**src/rtl/branch_pkg.sv**
```systemverilog
package branch_pkg;
  localparam int CYC_W = 3;

  typedef enum logic [1:0] {
    FSEL_NEG  = 2'b00,
    FSEL_OVF  = 2'b01,
    FSEL_CARRY = 2'b10,
    FSEL_ZERO = 2'b11
  } flag_sel_e;

  localparam logic [CYC_W-1:0] CYC_SKIP = 3'd2;
  localparam logic [CYC_W-1:0] CYC_NEAR = 3'd3;
  localparam logic [CYC_W-1:0] CYC_FAR  = 3'd4;
endpackage

```
**src/rtl/branch_cond.sv**
```systemverilog
module branch_cond
  import branch_pkg::*;
(
  input  logic [2:0] cond,
  input  logic       flag_n,
  input  logic       flag_v,
  input  logic       flag_z,
  input  logic       flag_c,
  output logic       taken
);
  flag_sel_e sel;
  logic      picked;

  always_comb begin
    sel = flag_sel_e'(cond[2:1]);
    unique case (sel)
      FSEL_NEG:   picked = flag_n;
      FSEL_OVF:   picked = flag_v;
      FSEL_CARRY: picked = flag_c;
      default:    picked = flag_z;
    endcase
    taken = (picked == cond[0]);
  end

  always_comb begin
    a_r1_taken_matches_flag: assert (taken == ((cond[0] & picked) | (~cond[0] & ~picked)));
  end
endmodule

```
**src/rtl/branch_target.sv**
```systemverilog
module branch_target #(
  parameter int ADDR_W = 16,
  parameter int OFS_W  = 8,
  parameter int PAGE_W = 8
) (
  input  logic [ADDR_W-1:0] base,
  input  logic [OFS_W-1:0]  offset,
  output logic [ADDR_W-1:0] target,
  output logic              crosses
);
  localparam int EXT_W = ADDR_W - OFS_W;

  logic [ADDR_W-1:0] ext_ofs;

  always_comb begin
    ext_ofs = {{EXT_W{offset[OFS_W-1]}}, offset};
    target  = base + ext_ofs;
    crosses = (target[ADDR_W-1:PAGE_W] != base[ADDR_W-1:PAGE_W]);
  end
endmodule

```
**src/rtl/branch_pacer.sv**
```systemverilog
module branch_pacer
  import branch_pkg::*;
#(
  parameter int CNT_W = 2
) (
  input  logic             clk,
  input  logic             rst_n,
  input  logic             accept,
  input  logic [CYC_W-1:0] load_cycles,
  output logic             ready,
  output logic             pulse
);
  logic [CNT_W-1:0] busy_q, busy_d;
  logic             pulse_q, pulse_d;
  logic [CYC_W-1:0] remain;

  always_comb begin
    remain  = load_cycles - CYC_W'(1);
    pulse_d = accept;
    if (accept)
      busy_d = remain[CNT_W-1:0];
    else if (busy_q != '0)
      busy_d = busy_q - CNT_W'(1);
    else
      busy_d = busy_q;
  end

  always_ff @(posedge clk or negedge rst_n) begin
    if (!rst_n) begin
      busy_q  <= '0;
      pulse_q <= 1'b0;
    end else begin
      busy_q  <= busy_d;
      pulse_q <= pulse_d;
    end
  end

  assign ready = (busy_q == '0);
  assign pulse = pulse_q;

  a_r10_no_accept_while_busy: assert property (@(posedge clk) disable iff (!rst_n)
    !ready |-> !accept);
  a_r10_countdown: assert property (@(posedge clk) disable iff (!rst_n)
    (busy_q != '0) |=> (busy_q == $past(busy_q) - CNT_W'(1)));
  a_r11_pulse_after_accept: assert property (@(posedge clk) disable iff (!rst_n)
    accept |=> pulse);
  a_r11_pulse_single: assert property (@(posedge clk) disable iff (!rst_n)
    pulse |=> !pulse);
endmodule

```
**src/rtl/branch_resolver.sv**
```systemverilog
module branch_resolver
  import branch_pkg::*;
#(
  parameter int ADDR_W = 16,
  parameter int OFS_W  = 8,
  parameter int PAGE_W = 8
) (
  input  logic              clk,
  input  logic              rst_n,
  input  logic              req_valid,
  output logic              req_ready,
  input  logic [ADDR_W-1:0] req_next_pc,
  input  logic [OFS_W-1:0]  req_offset,
  input  logic [2:0]        req_cond,
  input  logic              flag_n,
  input  logic              flag_v,
  input  logic              flag_z,
  input  logic              flag_c,
  output logic              res_valid,
  output logic              res_taken,
  output logic [ADDR_W-1:0] res_pc,
  output logic [CYC_W-1:0]  res_cycles
);
  localparam int HI_W = ADDR_W - PAGE_W;

  logic              accept;
  logic              taken;
  logic              crosses;
  logic [ADDR_W-1:0] target;
  logic [ADDR_W-1:0] pc_d,  pc_q;
  logic [CYC_W-1:0]  cyc_d, cyc_q;
  logic              tk_q;

  branch_cond u_cond (
    .cond   (req_cond),
    .flag_n (flag_n),
    .flag_v (flag_v),
    .flag_z (flag_z),
    .flag_c (flag_c),
    .taken  (taken)
  );

  branch_target #(.ADDR_W(ADDR_W), .OFS_W(OFS_W), .PAGE_W(PAGE_W)) u_target (
    .base    (req_next_pc),
    .offset  (req_offset),
    .target  (target),
    .crosses (crosses)
  );

  branch_pacer #(.CNT_W(2)) u_pacer (
    .clk         (clk),
    .rst_n       (rst_n),
    .accept      (accept),
    .load_cycles (cyc_d),
    .ready       (req_ready),
    .pulse       (res_valid)
  );

  always_comb begin
    accept = req_valid & req_ready;
    pc_d   = taken ? target : req_next_pc;
    if (!taken)
      cyc_d = CYC_SKIP;
    else if (crosses)
      cyc_d = CYC_FAR;
    else
      cyc_d = CYC_NEAR;
  end

  always_ff @(posedge clk or negedge rst_n) begin
    if (!rst_n) begin
      tk_q  <= 1'b0;
      pc_q  <= '0;
      cyc_q <= CYC_SKIP;
    end else if (accept) begin
      tk_q  <= taken;
      pc_q  <= pc_d;
      cyc_q <= cyc_d;
    end
  end

  assign res_taken  = tk_q;
  assign res_pc     = pc_q;
  assign res_cycles = cyc_q;

  a_r2_skip_keeps_pc: assert property (@(posedge clk) disable iff (!rst_n)
    (res_valid && !res_taken) |-> (res_cycles == CYC_SKIP && res_pc == $past(req_next_pc)));
  a_r4_same_page_three: assert property (@(posedge clk) disable iff (!rst_n)
    (res_valid && res_taken && res_pc[ADDR_W-1:PAGE_W] == $past(req_next_pc[ADDR_W-1:PAGE_W]))
      |-> (res_cycles == CYC_NEAR));
  a_r5_other_page_four: assert property (@(posedge clk) disable iff (!rst_n)
    (res_valid && res_taken && res_pc[ADDR_W-1:PAGE_W] != $past(req_next_pc[ADDR_W-1:PAGE_W]))
      |-> (res_cycles == CYC_FAR));
  a_r3_target_sum: assert property (@(posedge clk) disable iff (!rst_n)
    (res_valid && res_taken) |->
      (res_pc == $past(req_next_pc) + {{(ADDR_W-OFS_W){$past(req_offset[OFS_W-1])}}, $past(req_offset)}));
  a_r10_hold_when_idle: assert property (@(posedge clk) disable iff (!rst_n)
    !accept |=> ($stable(res_pc) && $stable(res_cycles) && $stable(res_taken)));
  a_r11_ready_low_at_result: assert property (@(posedge clk) disable iff (!rst_n)
    res_valid |-> !req_ready);
  a_r5_high_part_width: assert property (@(posedge clk) disable iff (!rst_n)
    (res_valid && res_cycles == CYC_FAR) |-> (res_taken && HI_W > 0));
endmodule

```
**config.mk**
```make
export PLATFORM = sky130hd
export DESIGN_NAME = branch_resolver
export DESIGN_NICKNAME = d
export VERILOG_FILES = /design/src/rtl/branch_pkg.sv /design/src/rtl/branch_cond.sv /design/src/rtl/branch_target.sv /design/src/rtl/branch_pacer.sv /design/src/rtl/branch_resolver.sv
export SDC_FILE = /design/constraint.sdc
export NUM_CORES = 1
export LEC_CHECK = 0
export BUFFER_PORTS_ARGS = -buffer_cell sky130_fd_sc_hd__clkbuf_2
export CAP_MARGIN = 40
export CORE_MARGIN = 2
export CORE_UTILIZATION = 37
export DETAILED_ROUTE_END_ITERATION = 10
export SETUP_SLACK_MARGIN = 0.02
export SYNTH_ARGS = -nofsm -noshare
export SYNTH_HDL_FRONTEND = slang
export SYNTH_HIERARCHICAL = 1
export SYNTH_SLANG_ARGS = --single-unit
```
**constraint.sdc**
```tcl
create_clock -name clk -period 3 [get_ports clk]
set_input_delay 0.6 -clock clk [delete_from_list [all_inputs] [get_ports clk]]
set_output_delay 0.6 -clock clk [all_outputs]
set_load 0.02 [all_outputs]
```
# Word level (Yosys, flattened, before mapping)
# Index checks and enable logic that the tools add are counted.
# word_totals
regBits,23
inputBits,34
out_inout_bits,22
word_cells,23
# op_classes
n_addsub,3
eq_ne,4
n_mux,6
bitwise_logic,1
n_reduce_logical,4
# ops
operator,count
$add 16x16->16,1
$mux 16,1
$ne 8x8->1,1
$mux 3,2
$logic_not 2->1,2
$mux 2,2
$reduce_bool 2->1,2
$sub 2x1->2 const B,2
$pmux 1 s3,1
$eq 2x1->1 const B,1
$eq 2x2->1 const B,1
$and 1x1->1,1
$eq 1x1->1,1

# Logic depth before layout (Yosys ltp)
# depth
ltp_word,6
mapped_depth,13
depth_no_buf,13

# Hierarchy
# Netlist, hierarchy kept.
# modules_own_cells
module,n_inst,cells_per_inst,area_per_inst_um2,seq_area_each_um2
branch_target,1,141,1023.5,0.0
branch_resolver,1,85,958.4,501.7
branch_pacer,1,9,117.6,75.1
branch_cond,1,2,31.3,0.0

# Least setup slack after synthesis
# No wires, ideal clock.
# synth_path
path_type,input to register
from,in req_offset[0]
to,reg u_pacer.busy_q[1]
setup_ns,0.126
arrival_ns,3.100
path_slack_ns,-0.225
cell_stages,13
n_path_buf,0
path_cell_list,ha_1 > fa_1 > a211oi_1 > o21bai_1 > nand2_1 > mux2_2 > a221o_1 > nor4_1 > nand4_1 > and2_1 > inv_1 > xor2_1 > mux2i_1
# synth_via
elab_chain_len,6
# synth_lines
item,line_no,rtl
"start, declared",branch_resolver.sv:13,"input logic [OFS_W-1:0] req_offset,"
$add 16x16->16,branch_target.sv:17,target = base + ext_ofs;
$ne 8x8->1,branch_target.sv:18,crosses = (target[ADDR_W-1:PAGE_W] != base[ADDR_W-1:PAGE_W]);
net crosses,branch_resolver.sv:28,logic crosses;
$mux 3,branch_resolver.sv:64,else if (crosses)
$mux 3,branch_resolver.sv:62,if (!taken)
net cyc_d[1],branch_resolver.sv:31,"logic [CYC_W-1:0] cyc_d, cyc_q;"
$sub 2x1->2,branch_pacer.sv:18,remain = load_cycles - CYC_W'(1);
$mux 2,branch_pacer.sv:20,if (accept)
"end signal, assigned",branch_pacer.sv:33,busy_q <= busy_d;
"end, declared",branch_pacer.sv:13,"logic [CNT_W-1:0] busy_q, busy_d;"
# The timed path passes the listed nets, and every way through them passes these cells.
# A chain may end at the register's enable or synchronous reset.

# Final worst setup path
# layout_path
from,in req_next_pc[1]
to,reg u_pacer.busy_q[1]
# layout_via
elab_chain_len,6
# layout_lines
item,line_no,rtl
"start, declared",branch_resolver.sv:12,"input logic [ADDR_W-1:0] req_next_pc,"
$add 16x16->16,branch_target.sv:17,
$ne 8x8->1,branch_target.sv:18,
net crosses,branch_resolver.sv:28,
$mux 3,branch_resolver.sv:64,
$mux 3,branch_resolver.sv:62,
net cyc_d[1],branch_resolver.sv:31,
$sub 2x1->2,branch_pacer.sv:18,
$mux 2,branch_pacer.sv:20,
# The timed path passes the listed nets, and every way through them passes these cells.

==> impl_metrics.yaml <==
run_status:
  status: "finished with violations"
  violations: "negative setup slack"
worst_setup_path:
  cp.required_ns: 3.14
  reg2reg_slack_ns: 1.37
  ff2ff_path_depth: 3
  r2r-start: "u_pacer/busy_q[1]"
  crit_path_end_kind: "flop"
  arrival_ns: 3.15
  cp_max_fo: 3
  critical_path_class: "in2reg"
  r2r-end: "res_taken"
  crit_path_start_kind: "input port"
sta:
  setup_slack_ns: -0.00403
  maxSlewHeadroom_pct: 61.6
  hold_viol: 0
  rsz0062_at_grt: "true"
  maxSlewViolCount: 0
  period_needed_ns: 3.00
  fmax_mhz: 333
  fin_worst_skew_ns: 0.00698
  setup_viol: 1
  worstMarginPinSlew_ns: 0.576
  fin_tns_setup_ns: -0.00403
  finalCritPeriodShare_pct: 100
grt:
  busiest_layer: "met2"
  grt_pass1_vias: 2213
  grt_max_degree: 24
  met1_usage_pct: 26.6
  grt_util_met2_pct: 32.5
  gr-usage-all-layers_pct: 19.3
  grt_antenna_before_repair: 0
  grt_first_pass_wirelength_um: 10000
  use_met3_pct: 1.92
  gr-total-overflow: 0
power_and_ir_drop:
  swShare_pct: 43.9
  switching_power_uw: 799
  total_leakage_power_nw: 1.48
  pwr-share-seq_pct: 29.5
  pwr-share-comb_pct: 60.0
  ir_drop_uv: 335
  clkPwrFrac_pct: 10.5
  pwr_density_cell_mw_per_mm2: 583
  p_int_mw: 1.02
floorplanning:
  io_pins: 56
  coreArea_mm2: 0.00554
  die_h_um: 79.9
  core.rowCount: 27
  die_w_um: 79.9
  floorplan.initialDensity_pct: 38.5
  die_area_mm2: 0.00638
layout:
  syn2layout_area_growth_pct: 46.4
  stdcell_count: 420
  layout-drive-gt1-share_pct: 46.6
  nets: 399
  fillers: 537
  antenna_cells: 0
cts:
  cts_buffers: 3
  worstSkewPairLatency_ns: 0.26
  cts_tree: "yes"
  clk_root_buffer_cell: "clkbuf_8"
  cts_sinks: 23
  clk_pin_slew_ns: 0.08
  cts_htree_levels: 1
  clk_path_buf_depth: 2
detailed_routing:
  wl_um: 5880
  via_per_inst: 5.31
  wl_per_cell_um: 14.0
  drc: 0
  drt_first_pass_iters: 4
  via_count: 2229
  drt-initial-drc-count: 95
  antenna_left: 0
hold_path:
  hp-class: "in2async"
logic_synthesis:
  synthesis.nets: 287
  synth-edff-count: 0
  syn-cell-area_mm2: 0.00213
  avgSynthCellArea_um2: 8.99
  synthTopCellsByArea: "dfrtp_1 26%, a21oi_1 12%, mux2i_1 8.9%"
  yosysTopAreaCell: "dfrtp_1"
  synth_top_area_share_pct: 25.8
  ys.flop_type: "dfrtp_1"
  ys_warn_count: 6
  synth_commonest_cells: "49 x a21oi_1, 22 x dfrtp_1, 19 x mux2i_1, 15 x ha_1, 14 x nand2_1"
  synth.most_common_cell: "a21oi_1"
  seq_area_frac_synth_pct: 27.1
  ys_async_sr_fraction_pct: 100
  synth_cells: 237
  synth_seq_cells: 23
  ys_types: 62
placed_design:
  dp.cells: 413
  place_hpwl_um: 4580
  gp_congestion: 0.937
  port_buffers: 55
run:
  drv_cap: 0
layout by cell type (no fill, tap or decap), types with 3 or more instances in the layout:
| master | synthesis | routed |
|---|---|---|
| o21ai_0 | 6 | 5 |
| a21oi_1 | 49 | 48 |
| dfrtp_1 | 22 | 22 |
| nor2_1 | 8 | 8 |
| xnor2_1 | 10 | 9 |
| a211oi_1 | 5 | 4 |
| nand2b_1 | 3 | 3 |
| a21o_1 | 3 | 3 |
| buf_4 | 4 | 65 |
| inv_1 | 6 | 5 |
| nand2_1 | 14 | 14 |
| clkbuf_8 | 0 | 3 |
| mux2_4 | 1 | 3 |
| mux2i_1 | 19 | 18 |
| xor2_1 | 7 | 7 |
| ha_4 | 0 | 6 |
| ha_1 | 15 | 9 |
| clkbuf_2 | 0 | 52 |
critical path, cell delays in order:
cell      delay [ns]
buf_8           0.10
ha_4            0.22
a211o_1         0.35
a211oi_4        0.33
o31ai_4         0.12
mux2i_2         0.17
or4_4           0.54
a21oi_2         0.15
nand4_1         0.12
and2_4          0.18
inv_2           0.05
xor2_1          0.14
mux2i_1         0.08
per-stage QoR:
stage / worst slack, ns / hold WS, ns / total power [mW] / utilization (%) / cell area (um^2)
after floorplan: -0.0832 / 0.304 / 1.21 / - / 2160
after global placement: -0.277 / 0.492 / 1.57 / 52.6 / 2910
after detailed placement: -0.331 / 0.504 / 1.59 / 52.6 / 2910
after CTS: 0.0125 / 0.336 / 1.80 / 54.2 / 3000
after global routing: -0.154 / 0.354 / 1.97 / 56.3 / 3120
final: -0.00403 / 0.313 / 1.82 / 56.3 / 3120
timing repair:
action | 4_1_cts | 5_1_grt
setup endpoints to repair | 2 | 5
buffers inserted | 2 | 1
resized for setup | 5 | 21
pin swaps | 8 | 9
hold buffers | 0 | 0
final cells by class:
| type | instances | area (um^2) | share of cell area [%] |
|---|---|---|---|
| clock buffer | 4 | 45.0 | 1.44 |
| inverter | 6 | 22.5 | 0.722 |
| multi-input combinational | 195 | 1600 | 51.4 |
| sequential | 23 | 577 | 18.5 |
| tap | 72 | 90.1 | 2.89 |
| timing repair buffer | 120 | 782 | 25.1 |
power groups by stage:
stage               clock [mW]  sequential [mW]  combinational [mW]
floorplan                    0            0.692               0.521
global placement             0            0.540                1.03
detailed placement           0            0.542                1.04
CTS                      0.195            0.538                1.06
global route             0.208            0.560                1.20
finish                   0.192            0.537                1.09
per-layer routing:
layer  up-vias  share of wire, %
met2        64                47
li1       1106                 -
met1      1053                47
met3         6               5.1
met5         -                 0
met4         0              0.87
worst max path at each step:
| stage | endpoint | cells after the start | from |
|---|---|---|---|
| after global routing | u_pacer/busy_q[1] | 13 | req_next_pc[1] |
| after detailed placement | u_pacer/busy_q[1] | 15 | req_next_pc[0] |
| after CTS | u_pacer/busy_q[1] | 13 | req_offset[1] |
| final | u_pacer/busy_q[1] | 13 | req_next_pc[1] |
| after global placement | u_pacer/busy_q[1] | 14 | req_next_pc[0] |
| after floorplan | u_pacer/busy_q[1] | 13 | req_offset[0] |
kinds of logic after synthesis:
| kind of cell | count (synthesis) | synth area share [%] |
|---|---|---|
| adder cells (fa/ha/maj) | 16 | 9.75 |
| flip-flops | 23 | 27.1 |
| buffers and inverters | 19 | 5.28 |
| XOR/XNOR | 17 | 6.99 |
| AND/OR/NAND/NOR | 52 | 13.3 |
| multiplexers | 24 | 12.3 |
| AO/OA/AOI/OAI | 86 | 25.3 |
flip-flops by register name, indices dropped and copies added (netlist names):
signal	cells
res_pc	16
u_pacer/pulse	1
res_taken	1
u_pacer/busy_q	2
res_cycles	3
Note: power is estimated with default switching activity, not from simulation.
